## config.mk

```make
export PLATFORM = sky130hd
export DESIGN_NAME = tagcast_check_unit
export DESIGN_NICKNAME = d
export VERILOG_FILES = /design/src/rtl/tagcast_pkg.sv /design/src/rtl/tagcast_span_cmp.sv /design/src/rtl/tagcast_action_dec.sv /design/src/rtl/tagcast_check_unit.sv
export SDC_FILE = /design/constraint.sdc
export NUM_CORES = 1
export LEC_CHECK = 0
export BUFFER_PORTS_ARGS = -buffer_cell sky130_fd_sc_hd__buf_2
export CAP_MARGIN = 25
export CORE_ASPECT_RATIO = 0.6
export CORE_UTILIZATION = 59
export DETAILED_ROUTE_END_ITERATION = 10
export HOLD_SLACK_MARGIN = 0.12
export PLACE_DENSITY = 0.83
export SETUP_SLACK_MARGIN = 0.3
export SLEW_MARGIN = 20
export SYNTH_ARGS = -nofsm -noshare
export SYNTH_HDL_FRONTEND = slang
export SYNTH_HIERARCHICAL = 1
export SYNTH_SLANG_ARGS = --single-unit
```

## constraint.sdc

```tcl
create_clock -name clk -period 6.8 [get_ports clk]
set_clock_uncertainty 0.15 [all_clocks]
set_input_delay 1.36 -clock clk [delete_from_list [all_inputs] [get_ports clk]]
set_output_delay 1.36 -clock clk [all_outputs]
set_load 0.005 [all_outputs]
```

## src/rtl/tagcast_pkg.sv

```systemverilog
package tagcast_pkg;

   typedef enum logic [1:0] {
      RES_PASS     = 2'b00,
      RES_FAILOPEN = 2'b01,
      RES_VIOL     = 2'b10
   } tc_result_e;

   typedef enum logic [2:0] {
      ACT_FASTFAIL = 3'd1,
      ACT_DBGBRK   = 3'd2,
      ACT_HANDLER  = 3'd3,
      ACT_NOTHING  = 3'd4
   } tc_mode_e;

   localparam int unsigned N_ACTIONS = 3;

   // true when the mode asks for the region test and an action strobe
   function automatic logic mode_acts(input logic [2:0] m);
      return (m == ACT_FASTFAIL) || (m == ACT_DBGBRK) || (m == ACT_HANDLER);
   endfunction

endpackage

```

## src/rtl/tagcast_span_cmp.sv

```systemverilog
// Unsigned window test: hit when (ptr - base) mod 2^W <= span.
module tagcast_span_cmp #(
   parameter int unsigned W = 64
) (
   input  logic [W-1:0] ptr,
   input  logic [W-1:0] base,
   input  logic [W-1:0] span,
   output logic         hit
);
   logic [W-1:0] diff;

   always_comb begin
      diff = ptr - base;
      hit  = (diff <= span);
   end
endmodule

```

## src/rtl/tagcast_action_dec.sv

```systemverilog
// Turns a confirmed violation into one strobe chosen by the mode code.
module tagcast_action_dec
   import tagcast_pkg::*;
#(
   parameter int unsigned NACT = N_ACTIONS
) (
   input  logic            fire,
   input  logic [2:0]      mode,
   input  logic            handler_en,
   output logic [NACT-1:0] strobe
);
   for (genvar i = 0; i < NACT; i++) begin : g_act
      localparam logic [2:0] CODE = 3'(i + 1);
      if (CODE == ACT_HANDLER) begin : g_gated
         assign strobe[i] = fire && (mode == CODE) && handler_en;
      end else begin : g_plain
         assign strobe[i] = fire && (mode == CODE);
      end
   end
endmodule

```

## src/rtl/tagcast_check_unit.sv

```systemverilog
module tagcast_check_unit
   import tagcast_pkg::*;
#(
   parameter int unsigned PTR_W = 64
) (
   input  logic             clk,
   input  logic             rst_n,
   input  logic             req_valid,
   output logic             req_ready,
   input  logic [PTR_W-1:0] obj_ptr,
   input  logic [PTR_W-1:0] tgt_base,
   input  logic [PTR_W-1:0] range_bytes,
   input  logic [PTR_W-1:0] region_start,
   input  logic [PTR_W-1:0] region_end,
   input  logic [2:0]       mode,
   input  logic [PTR_W-1:0] handler_cfg,
   output logic             rsp_valid,
   output logic [1:0]       rsp_result,
   output logic             fastfail_o,
   output logic             dbgbrk_o,
   output logic             handler_o
);
   localparam int unsigned PTR_BYTES = PTR_W / 8;
   localparam logic [PTR_W-1:0] HDR_PAD = PTR_W'(16 * PTR_BYTES);

   if ((PTR_W % 8) != 0 || PTR_W < 16) begin : g_bad_width
      $error("tagcast_check_unit: PTR_W must be a multiple of 8 and at least 16");
   end

   // ---------------- stage 1: primary test, capture ----------------
   logic             accept;
   logic             prim_hit;
   logic             s1_valid;
   logic             s1_pass;
   logic [PTR_W-1:0] s1_ptr;
   logic [PTR_W-1:0] s1_win_lo;
   logic [PTR_W-1:0] s1_win_span;
   logic [2:0]       s1_mode;
   logic             s1_hnz;

   assign accept = req_valid && req_ready;

   tagcast_span_cmp #(.W(PTR_W)) u_prim (
      .ptr  (obj_ptr),
      .base (tgt_base),
      .span (range_bytes),
      .hit  (prim_hit)
   );

   always_ff @(posedge clk) begin
      if (!rst_n) begin
         req_ready   <= 1'b0;
         s1_valid    <= 1'b0;
         s1_pass     <= 1'b0;
         s1_ptr      <= '0;
         s1_win_lo   <= '0;
         s1_win_span <= '0;
         s1_mode     <= '0;
         s1_hnz      <= 1'b0;
      end else begin
         req_ready <= 1'b1;
         s1_valid  <= accept;
         if (accept) begin
            s1_pass     <= prim_hit || (obj_ptr == '0);
            s1_ptr      <= obj_ptr;
            s1_win_lo   <= region_start + HDR_PAD;
            s1_win_span <= region_end - (region_start + HDR_PAD);
            s1_mode     <= mode;
            s1_hnz      <= (handler_cfg != '0);
         end
      end
   end

   // ---------------- stage 2: region test, action ----------------
   logic                 region_hit;
   logic                 viol_fire;
   logic [1:0]           res_d;
   logic [N_ACTIONS-1:0] strobe_d;
   logic [N_ACTIONS-1:0] strobe_q;

   tagcast_span_cmp #(.W(PTR_W)) u_region (
      .ptr  (s1_ptr),
      .base (s1_win_lo),
      .span (s1_win_span),
      .hit  (region_hit)
   );

   always_comb begin
      viol_fire = 1'b0;
      if (s1_pass) begin
         res_d = RES_PASS;
      end else if (!mode_acts(s1_mode)) begin
         res_d = RES_VIOL;
      end else if (!region_hit) begin
         res_d = RES_FAILOPEN;
      end else begin
         res_d     = RES_VIOL;
         viol_fire = s1_valid;
      end
   end

   tagcast_action_dec #(.NACT(N_ACTIONS)) u_act (
      .fire       (viol_fire),
      .mode       (s1_mode),
      .handler_en (s1_hnz),
      .strobe     (strobe_d)
   );

   always_ff @(posedge clk) begin
      if (!rst_n) begin
         rsp_valid  <= 1'b0;
         rsp_result <= RES_PASS;
         strobe_q   <= '0;
      end else begin
         rsp_valid <= s1_valid;
         strobe_q  <= strobe_d;
         if (s1_valid) rsp_result <= res_d;
      end
   end

   assign fastfail_o = strobe_q[0];
   assign dbgbrk_o   = strobe_q[1];
   assign handler_o  = strobe_q[2];

endmodule

```

==> results.json <==
{
  "r2r_slack_ns": 0.86,
  "dieArea_mm2": 0.0423,
  "grt-ovfl-total": 0,
  "r2r_cells": 21,
  "wl_per_cell_um": 18.2,
  "io_buffers": 396,
  "grt_setup_unrepaired": "no",
  "grt_pass1_wl_um": 120000,
  "die_h_um": 160,
  "ctsHoldBuffers": 0,
  "r2r-start": "s1_ptr[0]",
  "holdWs_ns": 0.303,
  "cts_buffer_depth": 3,
  "tightest_slew_ns": 0.988,
  "clk_latency_ns": 0.52,
  "finalHoldViolations": 0,
  "cp-end-kind": "flip-flop",
  "hp-start": "s1_win_span[11]",
  "grt_util_all_layers_pct": 34.6,
  "ys_ff_latch": 205,
  "max-slew-margin-rel_pct": 34.1,
  "vias_per_cell": 6.12,
  "num_vias": 25700,
  "slew_violations": 0,
  "start_util_pct": 60.2,
  "grt_max_degree": 190,
  "gp_congestion": 0.999,
  "drcViolationCount": 0,
  "cts-root-buf": "clkbuf_16",
  "netlist.area_leader.share_pct": 16.8,
  "start_kind": "flip-flop",
  "critical_path_class": "reg2reg",
  "max-vdd-ir-drop_uv": 137,
  "syn_inst": 3346,
  "synth_cell_types": 118,
  "yosys-top-cells-area": "dfxtp_1, ha_1, a21oi_1",
  "path_clk_slew_ns": 0.07,
  "firstDrtPassIters": 5,
  "cts_tree": "yes",
  "hpwl_um": 62400,
  "final_util_pct": 67.1,
  "placed_area_mm2": 0.0267,
  "ys_async_sr_fraction_pct": 0,
  "finalSetupViolCount": 0,
  "status": "finished clean",
  "die_w_um": 265,
  "crit_arrival_ns": 6.24,
  "fin_area_mm2": 0.0273,
  "worstHoldPathCells": 2,
  "timing.final.crit_period_ns": 5.94,
  "syn_nets": 4018,
  "cts_resized": 0,
  "fin_crit_sh_pct": 87.3,
  "area_delta_synth_final_pct": 11.5,
  "layout.nets": 4328,
  "drt_iter0_drc": 2528,
  "fmax_ghz": 0.168,
  "cap_violations": 0,
  "placementRows": 57,
  "clock-sinks": 205,
  "num_io_pins": 397,
  "cp_max_fo": 3,
  "antenna_found_initial": 1,
  "finalPower_mw": 4.82,
  "grt_pass1_vias": 23000,
  "yosys_warnings": 6,
  "antenna_left": 0,
  "ys.flop_type": "dfxtp_1",
  "synth_area_leader_cell": "dfxtp_1",
  "power_density_mw_per_mm2": 177,
  "wirelength_um": 76500,
  "tns_ns": 0,
  "ys_seq_area_share_pct": 16.8,
  "syn_avg_cell_area_um2": 7.32,
  "final_layout_size_suffix_gt1_share_pct": 14.4,
  "synth_edf_count": 0,
  "cts_buffers": 19,
  "r2r_end": "strobe_q[1]",
  "worstHoldPathType": "reg2reg",
  "post_cts_buffers": 0,
  "core_area_mm2": 0.0407,
  "required_ns": 7.11,
  "p_leak_nw": 12.3,
  "min_to": "s1_win_span[11]",
  "syn-cell-area_mm2": 0.0245,
  "htreeDepth": 1
}
layout by cell type, fill, tap and decap left out, types with 31 or more instances in the layout:
cell        n
nor3_1     62
buf_2     396
a21oi_1   306
a31oi_1    37
nand3_1    68
and2_1     44
nand4_1   100
a21o_1    112
o21a_1     32
xnor2_1   143
dfxtp_1   205
a211oi_1  106
nand2_1   368
inv_1     319
xor2_1     94
o21bai_1   31
ha_1      279
nor4_1     64
nor2_1    239
o21ai_0   131
and3_1     46
registers in the layout, summed over array words and instances, names as in the netlist:
signal,flops
s1_ptr,64
s1_valid,1
rsp_result,2
strobe_q,3
s1_win_span,64
s1_hnz,1
rsp_valid,1
req_ready,1
s1_pass,1
s1_win_lo,64
s1_mode,3
metal layers:
metal / GRT usage, % / vias to the layer above / share of wire [%]
li1: - / 12700 / -
met2: 53.2 / 1133 / 42
met1: 49.4 / 11700 / 46
met4: 6.41 / 0 / 1.9
met5: 0 / - / 0
met3: 7.83 / 111 / 9.7
cell usage after synthesis, drive strengths merged, types with 64 or more instances:
library cell and count:
nor2 239, nand2 370, nand4 101, clkbuf 84
nor4 71, a21oi 311, xor2 95, ha 279
a21o 115, nor3 64, xnor2 143, a211oi 110
dfxtp 205, inv 320, nand3 69, o21ai 160
how the worst max path moves through the flow:
stage	endpoint	from	slack [ns]	depth (start not counted)
2_1_floorplan	s1_win_span[53]	region_start[7]	1.48	17
3_3_place_gp	s1_win_span[53]	region_start[7]	0.66	19
3_5_place_dp	s1_win_span[52]	region_start[7]	0.63	18
4_1_cts	strobe_q[1]	s1_ptr[0]	0.99	21
5_1_grt	strobe_q[0]	s1_win_lo[1]	0.43	20
6_report	strobe_q[1]	s1_ptr[0]	0.86	21
through the flow:
stage / setup slack (ns) / cells
after floorplan: 1.48 / 3346
after global placement: 0.657 / 4166
after detailed placement: 0.629 / 4166
after CTS: 0.986 / 4199
after global routing: 0.427 / 4200
final: 0.863 / 4200
critical path, cell delays in order, from the launching register on:
cell      delay, ns
dfxtp_1        0.32
inv_1          0.11
ha_1           0.21
fa_1           0.24
nor2b_1        0.08
o31ai_1        0.48
a21o_1         0.24
o211ai_1       0.17
and3_1         0.22
nor3_2         0.34
o221ai_1       0.32
nor4b_1        0.23
or3_1          0.37
ha_1           0.30
nand4_1        0.09
nor4_1         0.37
nand3_1        0.15
o31ai_1        0.72
nand2_1        0.11
nor3_1         0.28
and4bb_2       0.27
and2_1         0.12
power breakdown:
part | switching [mW] | total, mW | internal [mW]
registers | 0.0442 | 1.32 | 1.28
clock network | 0.531 | 1.10 | 0.566
logic | 1.40 | 2.41 | 1.01
cells by family (layout without fill, tap and decap cells):
logic type                 Yosys count  count (layout)  share of synthesized area (%)
xor gates and xnor gates           255             255                           10.1
muxes                               10              10                          0.409
buffers and inverters              441             763                           7.22
DFF                                205             205                           16.8
and+or+nand+nor                   1139            1139                           23.1
AOI/OAI and AO/OA                  979             979                           26.5
adders and majority gates          317             317                           16.0
other                                0               1                              0
area by class of cell:
type,instances,area [um2]
Inverter,321,1210
Clock inverter,12,111
Timing Repair Buffer,409,2090
Multi-Input combinational cell,2700,18600
Tap cell,531,664
Clock buffer,21,483
Fill cell,3662,13400
Antenna cell,1,2.50
Sequential cell,205,4100
Power figures use the tool's default switching activity.
